[config.mk]
export PLATFORM = sky130hd
export DESIGN_NAME = eq_phase_ctrl
export DESIGN_NICKNAME = d
export VERILOG_FILES = /design/src/rtl/eqp_pkg.sv /design/src/rtl/eqp_pat_sel.sv /design/src/rtl/eqp_lane_eval.sv /design/src/rtl/eqp_wait_timer.sv /design/src/rtl/eq_phase_ctrl.sv
export SDC_FILE = /design/constraint.sdc
export NUM_CORES = 1
export LEC_CHECK = 0
export BUFFER_PORTS_ARGS = -buffer_cell sky130_fd_sc_hd__buf_2
export CAP_MARGIN = 5
export CORE_MARGIN = 2
export CORE_UTILIZATION = 43
export CTS_BUF_LIST = sky130_fd_sc_hd__clkbuf_8
export CTS_CLUSTER_DIAMETER = 50
export CTS_CLUSTER_SIZE = 20
export DETAILED_ROUTE_END_ITERATION = 6
export MAX_ROUTING_LAYER = met4
export PLACE_DENSITY = 0.83
export RECOVER_POWER = 100
export SETUP_SLACK_MARGIN = 0.5
export SLEW_MARGIN = 20
export SYNTH_ARGS = -nofsm -noshare
export SYNTH_HDL_FRONTEND = slang
export SYNTH_SLANG_ARGS = --single-unit
export TNS_END_PERCENT = 20
[constraint.sdc]
create_clock -name clk -period 1.6 [get_ports clk]
set_input_delay 0.16 -clock clk [delete_from_list [all_inputs] [get_ports clk]]
set_output_delay 0.16 -clock clk [all_outputs]
set_load 0.03 [all_outputs]
[src/rtl/eqp_pkg.sv]
package eqp_pkg;

  typedef enum logic [2:0] {
    S_IDLE,
    S_PROG,
    S_WAIT,
    S_READ,
    S_EVAL,
    S_UPD,
    S_DONE
  } eqp_state_e;

  localparam logic [1:0] OP_WR_PAT  = 2'd0;
  localparam logic [1:0] OP_RD_ST   = 2'd1;
  localparam logic [1:0] OP_WR_LANE = 2'd2;

  localparam logic [3:0] PAT_SEL_2 = 4'd2;
  localparam logic [3:0] PAT_SEL_3 = 4'd3;
  localparam logic [3:0] PAT_SEL_4 = 4'd7;
  localparam int         SCR_OFF_BIT = 5;

endpackage

[src/rtl/eqp_pat_sel.sv]
module eqp_pat_sel
  import eqp_pkg::*;
(
  input  logic       src_p4,
  input  logic       snk_p4,
  input  logic       src_p3,
  input  logic       snk_p3,
  input  logic       rptr,
  output logic [7:0] pat_byte
);

  logic p4_ok;
  logic p3_ok;

  // a repeater hop counts as capable on the sink side
  assign p4_ok = src_p4 & (snk_p4 | rptr);
  assign p3_ok = src_p3 & (snk_p3 | rptr);

  always_comb begin
    pat_byte = 8'h00;
    if (p4_ok) begin
      pat_byte[3:0] = PAT_SEL_4;
    end else begin
      pat_byte[3:0]       = p3_ok ? PAT_SEL_3 : PAT_SEL_2;
      pat_byte[SCR_OFF_BIT] = 1'b1;
    end
  end

endmodule

[src/rtl/eqp_lane_eval.sv]
module eqp_lane_eval #(
  parameter int MAX_LANES = 4,
  localparam int LCW = $clog2(MAX_LANES + 1)
) (
  input  logic [LCW-1:0]       lanes,
  input  logic [MAX_LANES-1:0] clk_lock,
  input  logic [MAX_LANES-1:0] eq_done,
  input  logic [MAX_LANES-1:0] sym_lock,
  input  logic                 aligned,
  output logic                 cr_ok,
  output logic                 eq_ok
);

  logic [MAX_LANES-1:0] act_m;

  for (genvar i = 0; i < MAX_LANES; i++) begin : g_mask
    assign act_m[i] = (LCW'(i) < lanes);
  end

  assign cr_ok = &(clk_lock | ~act_m);
  assign eq_ok = cr_ok & (&((eq_done & sym_lock) | ~act_m)) & aligned;

endmodule

[src/rtl/eqp_wait_timer.sv]
module eqp_wait_timer #(
  parameter int DELAY_CYCLES = 16,
  localparam int TW = (DELAY_CYCLES > 1) ? $clog2(DELAY_CYCLES) : 1
) (
  input  logic clk,
  input  logic arst_n,
  input  logic load,
  input  logic run,
  output logic expired
);

  logic [TW-1:0] cnt_q;
  logic [TW-1:0] cnt_d;
  logic          cnt_en;

  always_comb begin
    cnt_en = 1'b0;
    cnt_d  = cnt_q;
    if (load) begin
      cnt_en = 1'b1;
      cnt_d  = TW'(DELAY_CYCLES - 1);
    end else if (run && (cnt_q != '0)) begin
      cnt_en = 1'b1;
      cnt_d  = cnt_q - TW'(1);
    end
  end

  always_ff @(posedge clk or negedge arst_n) begin
    if (!arst_n) begin
      cnt_q <= '0;
    end else if (cnt_en) begin
      cnt_q <= cnt_d;
    end
  end

  assign expired = (cnt_q == '0);

endmodule

[src/rtl/eq_phase_ctrl.sv]
module eq_phase_ctrl
  import eqp_pkg::*;
#(
  parameter int MAX_LANES    = 4,
  parameter int MAX_PASSES   = 5,
  parameter int DELAY_CYCLES = 400,
  localparam int LCW  = $clog2(MAX_LANES + 1),
  localparam int LENW = $clog2(MAX_LANES + 2),
  localparam int PCW  = $clog2(MAX_PASSES + 1),
  localparam int DW   = 8 * (MAX_LANES + 1)
) (
  input  logic                   clk,
  input  logic                   rst_n,
  input  logic                   start,
  input  logic                   cap_src_p4,
  input  logic                   cap_snk_p4,
  input  logic                   cap_src_p3,
  input  logic                   cap_snk_p3,
  input  logic                   hop_is_rptr,
  input  logic [LCW-1:0]         lane_count,
  input  logic [8*MAX_LANES-1:0] lane_set,
  input  logic [MAX_LANES-1:0]   st_clk_lock,
  input  logic [MAX_LANES-1:0]   st_eq_done,
  input  logic [MAX_LANES-1:0]   st_sym_lock,
  input  logic                   st_aligned,
  output logic                   sb_req,
  output logic [1:0]             sb_op,
  output logic [LENW-1:0]        sb_len,
  output logic [DW-1:0]          sb_wdata,
  input  logic                   sb_ack,
  input  logic                   sb_err,
  output logic                   done,
  output logic                   ok,
  output logic [PCW-1:0]         pass_cnt
);

  // reset: asserted asynchronously, released on the clock
  logic [1:0] rsync_q;
  logic       arst_n;

  always_ff @(posedge clk or negedge rst_n) begin
    if (!rst_n) begin
      rsync_q <= 2'b00;
    end else begin
      rsync_q <= {rsync_q[0], 1'b1};
    end
  end

  assign arst_n = rsync_q[1];

  eqp_state_e           state_q, state_d;
  logic [7:0]           pat_q;
  logic [7:0]           pat_sel;
  logic [LCW-1:0]       lanes_q;
  logic [PCW-1:0]       pcnt_q;
  logic                 ok_q, ok_d;
  logic [MAX_LANES-1:0] cr_q, eq_q, sym_q;
  logic                 al_q;

  logic cap_cfg, cap_st, clr_cnt, inc_cnt, ok_we, ld_tmr;
  logic tmr_expired, cr_ok, eq_ok;

  eqp_pat_sel i_pat_sel (
    .src_p4   (cap_src_p4),
    .snk_p4   (cap_snk_p4),
    .src_p3   (cap_src_p3),
    .snk_p3   (cap_snk_p3),
    .rptr     (hop_is_rptr),
    .pat_byte (pat_sel)
  );

  eqp_lane_eval #(.MAX_LANES(MAX_LANES)) i_lane_eval (
    .lanes    (lanes_q),
    .clk_lock (cr_q),
    .eq_done  (eq_q),
    .sym_lock (sym_q),
    .aligned  (al_q),
    .cr_ok    (cr_ok),
    .eq_ok    (eq_ok)
  );

  eqp_wait_timer #(.DELAY_CYCLES(DELAY_CYCLES)) i_wait_timer (
    .clk     (clk),
    .arst_n  (arst_n),
    .load    (ld_tmr),
    .run     (state_q == S_WAIT),
    .expired (tmr_expired)
  );

  // next-state logic
  always_comb begin
    state_d = state_q;
    cap_cfg = 1'b0;
    cap_st  = 1'b0;
    clr_cnt = 1'b0;
    inc_cnt = 1'b0;
    ok_we   = 1'b0;
    ok_d    = 1'b0;
    ld_tmr  = 1'b0;
    unique case (state_q)
      S_IDLE: begin
        if (start) begin
          state_d = S_PROG;
          cap_cfg = 1'b1;
          clr_cnt = 1'b1;
          ok_we   = 1'b1;
        end
      end
      S_PROG: begin
        if (sb_ack) begin
          if (sb_err) begin
            state_d = S_DONE;
          end else begin
            state_d = S_WAIT;
            inc_cnt = 1'b1;
            ld_tmr  = 1'b1;
          end
        end
      end
      S_WAIT: begin
        if (tmr_expired) begin
          state_d = S_READ;
        end
      end
      S_READ: begin
        if (sb_ack) begin
          if (sb_err) begin
            state_d = S_DONE;
          end else begin
            state_d = S_EVAL;
            cap_st  = 1'b1;
          end
        end
      end
      S_EVAL: begin
        if (!cr_ok) begin
          state_d = S_DONE;
        end else if (eq_ok) begin
          state_d = S_DONE;
          ok_we   = 1'b1;
          ok_d    = 1'b1;
        end else begin
          state_d = S_UPD;
        end
      end
      S_UPD: begin
        if (sb_ack) begin
          if (sb_err || (pcnt_q >= PCW'(MAX_PASSES))) begin
            state_d = S_DONE;
          end else begin
            state_d = S_WAIT;
            inc_cnt = 1'b1;
            ld_tmr  = 1'b1;
          end
        end
      end
      S_DONE: begin
        state_d = S_IDLE;
      end
      default: begin
        state_d = S_IDLE;
      end
    endcase
  end

  // registers
  always_ff @(posedge clk or negedge arst_n) begin
    if (!arst_n) begin
      state_q <= S_IDLE;
      pat_q   <= '0;
      lanes_q <= '0;
      pcnt_q  <= '0;
      ok_q    <= 1'b0;
      cr_q    <= '0;
      eq_q    <= '0;
      sym_q   <= '0;
      al_q    <= 1'b0;
    end else begin
      state_q <= state_d;
      if (cap_cfg) begin
        pat_q   <= pat_sel;
        lanes_q <= lane_count;
      end
      if (clr_cnt) begin
        pcnt_q <= '0;
      end else if (inc_cnt) begin
        pcnt_q <= pcnt_q + PCW'(1);
      end
      if (ok_we) begin
        ok_q <= ok_d;
      end
      if (cap_st) begin
        cr_q  <= st_clk_lock;
        eq_q  <= st_eq_done;
        sym_q <= st_sym_lock;
        al_q  <= st_aligned;
      end
    end
  end

  // sideband request fields
  assign sb_req = (state_q == S_PROG) || (state_q == S_READ) || (state_q == S_UPD);

  always_comb begin
    unique case (state_q)
      S_PROG:  begin sb_op = OP_WR_PAT;  sb_len = LENW'(lanes_q) + LENW'(1); end
      S_READ:  begin sb_op = OP_RD_ST;   sb_len = '0;                        end
      S_UPD:   begin sb_op = OP_WR_LANE; sb_len = LENW'(lanes_q);            end
      default: begin sb_op = OP_WR_PAT;  sb_len = '0;                        end
    endcase
  end

  for (genvar k = 0; k <= MAX_LANES; k++) begin : g_byte
    logic [7:0] pb;
    logic [7:0] ub;
    if (k == 0) begin : g_head
      assign pb = pat_q;
    end else begin : g_lane
      assign pb = (LCW'(k) <= lanes_q) ? lane_set[(k-1)*8 +: 8] : 8'h00;
    end
    if (k < MAX_LANES) begin : g_upd
      assign ub = (LCW'(k) < lanes_q) ? lane_set[k*8 +: 8] : 8'h00;
    end else begin : g_pad
      assign ub = 8'h00;
    end
    assign sb_wdata[k*8 +: 8] = (state_q == S_PROG) ? pb :
                                (state_q == S_UPD)  ? ub : 8'h00;
  end

  assign done     = (state_q == S_DONE);
  assign ok       = ok_q;
  assign pass_cnt = pcnt_q;

endmodule

==> flow_summary.json <==
{
  "run_status": "complete, but fails checks",
  "violations": "negative setup slack",
  "ys_types": 42,
  "cts_made_buffers": 5,
  "die_h_microns": 76.4,
  "place.gp.congestion": 0.873,
  "yosysWarnings": 0,
  "grt_max_degree": 22,
  "grt_usage": 0.287,
  "slew_headroom": 0.250,
  "hp-class": "in2reg",
  "yosys.area_share.adder": 0.0333,
  "seq_area_frac_synth": 0.422,
  "seqCellArea_sq_um": 956,
  "htree_levels": 2,
  "grt_pass1_vias": 2728,
  "synth_top_family_by_area": "compound AO/OA/AOI/OAI gates",
  "synthMuxAreaShare": 0.0649,
  "synth-main-ff-cell": "dfrtp_1",
  "tightestPinTransition_ns": 1.13,
  "startpoint": "lanes_q[0]",
  "slowest_delay_ns": 0.41,
  "leakage_nw": 2.06,
  "r2r_setup_slack_ns": -0.33,
  "finalHoldViolations": 0,
  "final_cell_mix": "buf_6 (64), buf_2 (61), buf_4 (42), dfrtp_1 (34), a22o_1 (21)",
  "core-area_sq_mm": 0.00507,
  "fin_util": 0.831,
  "clk_pin_slew_ns": 0.08,
  "overflow": 0,
  "worst_setup_path_start_kind": "register",
  "r2r_cells": 7,
  "finalClockSkew_ns": 0.0103,
  "timing.rr.start": "lanes_q[1]",
  "drive_above_1_share": 0.617,
  "route.detailed.drc": 0,
  "cts_root_buf": "clkbuf_8",
  "final_max_slew_viol_count": 0,
  "rsz0062_at_grt": "yes",
  "worst_slack_ns": -0.381,
  "period_share": 1.24,
  "die_w_microns": 76.4,
  "crit_type": "reg2out",
  "hpwlAfterDp_microns": 5540,
  "syn-cell-area_sq_mm": 0.00226,
  "crit_required_ns": 1.44,
  "synth-edff-count": 0,
  "synth-compound-area-share": 0.216,
  "grt_antenna_before_repair": 1,
  "vdd_drop_max_mv": 1.26,
  "vias": 2919,
  "cts_tree": "built",
  "viasPerCell": 6.03,
  "worstHoldPathCells": 3,
  "io_pins": 109,
  "ys_async_sr_fraction": 1.00,
  "crit_slowest_cell": "dfrtp_1",
  "worstPathCellList": "inv_1 > ha_2 > o311a_4 > and2_1 > buf_2",
  "fp.dieArea_sq_mm": 0.00584,
  "syn_to_final_growth_pct": 87.0,
  "p_total_mw": 7.78,
  "synth_xor_area_frac": 0.0311,
  "drt_iter0_drc": 272,
  "final_common_cell": "buf_6",
  "synth_nets": 300,
  "grt_pass1_wl_microns": 13100,
  "rows": 26,
  "synth-seq-cells": 38,
  "nets": 476,
  "pre_cts_ws_ns": -0.291,
  "finalSetupViolCount": 65,
  "wirelength_microns": 10500,
  "synthSimpleGateAreaFrac": 0.201,
  "cp_data_arrival_time_ns": 1.82,
  "power_density_mw_per_mm2": 1840,
  "fill_cells": 276,
  "initial_core_util": 0.445,
  "endpoint_kind": "primary output",
  "clock-sinks": 38,
  "period_needed_ns": 1.98,
  "fmax_mhz": 505,
  "postSynthCellCount": 236,
  "clk_latency_ns": 0.30,
  "crit_path_max_fanout": 8,
  "drtPass1Iterations": 5,
  "numPortBuffers": 108,
  "routedWlPerCell_microns": 21.8,
  "hp-start": "lane_count[2]",
  "cap_viol_max_count": 0,
  "clock_path_buffers": 2,
  "avgSynthCellArea_sq_um": 9.56,
  "multi_input_area_sq_mm": 0.00161,
  "antenna_left": 0
}
-- metrics by stage --
step / setup TNS (ns) / instances / hold slack [ns] / cell area (sq um)
after floorplan: -4.72 / 236 / -0.136 / 2380
after global placement: -2.18 / 454 / -0.0544 / 3300
after detailed placement: -4.83 / 454 / -0.0523 / 3300
after CTS: -12.34 / 471 / 0.0747 / 3920
after global routing: -19.20 / 484 / 0.0710 / 4220
final: -17.27 / 484 / 0.0686 / 4220
-- cell type report --
type	instances	share of cell area
diodes	1	0.000593
clock buffers	5	0.0163
clock inverters	3	0.00949
inverters	10	0.0107
multi-input cells	180	0.381
flip-flops and latches	38	0.227
well taps	70	0.0208
repair buffers	177	0.335
-- worst max-delay path, delay by kind of cell, from the launching register on --
family	cells	cell delay, ns
buffers and inverters	2	0.34
adders and majority gates	1	0.22
and+or+nand+nor	1	0.19
AOI/OAI and AO/OA	1	0.35
DFF	1	0.41
-- kinds of logic (layout without fill, tap and decap cells) --
logic type                 Yosys count  in the layout
and+or+nand+nor                     87             87
adders and majority gates            6              6
xor gates and xnor gates             8              8
other                                1              2
AOI/OAI and AO/OA                   65             65
buffers and inverters               18            195
DFF                                 38             38
muxes                               13             13
-- report_power, final --
group          switching [mW]  internal (mW)
registers               0.364           1.33
logic                    2.70           2.56
clock network           0.367          0.459
total                    3.43           4.35
-- path summary, 6_finish.rpt --
path,endpoint
worst max-delay path,sb_wdata[32]
worst min register to register,rsync_q[1]
min in group asynchronous,rsync_q[1]
worst max register to register,state_q[1]
worst min-delay path,lanes_q[2]
max in group asynchronous,lanes_q[1]
-- flip-flops by register name (all words and copies together) (netlist names), 2 cells and up --
| signal | flops |
|---|---|
| eq_q | 4 |
| cr_q | 4 |
| state_q | 3 |
| pass_cnt | 3 |
| i_wait_timer.cnt_q | 9 |
| g_byte.pb | 4 |
| sym_q | 4 |
| lanes_q | 3 |
| rsync_q | 2 |
-- cell usage after synthesis, types with 5 or more instances --
| master | count | area (sq um) |
|---|---|---|
| nor2_1 | 22 | 82.6 |
| a21oi_1 | 13 | 65.1 |
| dfrtp_1 | 38 | 951 |
| xnor2_1 | 5 | 43.8 |
| inv_1 | 10 | 37.5 |
| o21ai_0 | 10 | 50.1 |
| ha_1 | 6 | 75.1 |
| nand2_1 | 24 | 90.1 |
| and2_1 | 13 | 81.3 |
| clkbuf_1 | 6 | 22.5 |
| mux2_2 | 13 | 146 |
| a22o_1 | 29 | 254 |
-- metal layers --
metal	vias to the layer above	global-route usage	wire length [microns]
met5	-	-	0
li1	1214	-	-
met3	68	0.0438	714
met2	220	0.516	5540
met4	0	0.116	532
met1	1417	0.317	3740
-- timing repair --
action                                  CTS  global route
buffers inserted                          8            12
resized for setup                       131            53
hold buffers                              1             0
endpoints found under the setup margin   85            86
endpoints found under the hold margin     2             0
pin swaps                                18            40
(Power assumes the default switching activity.)
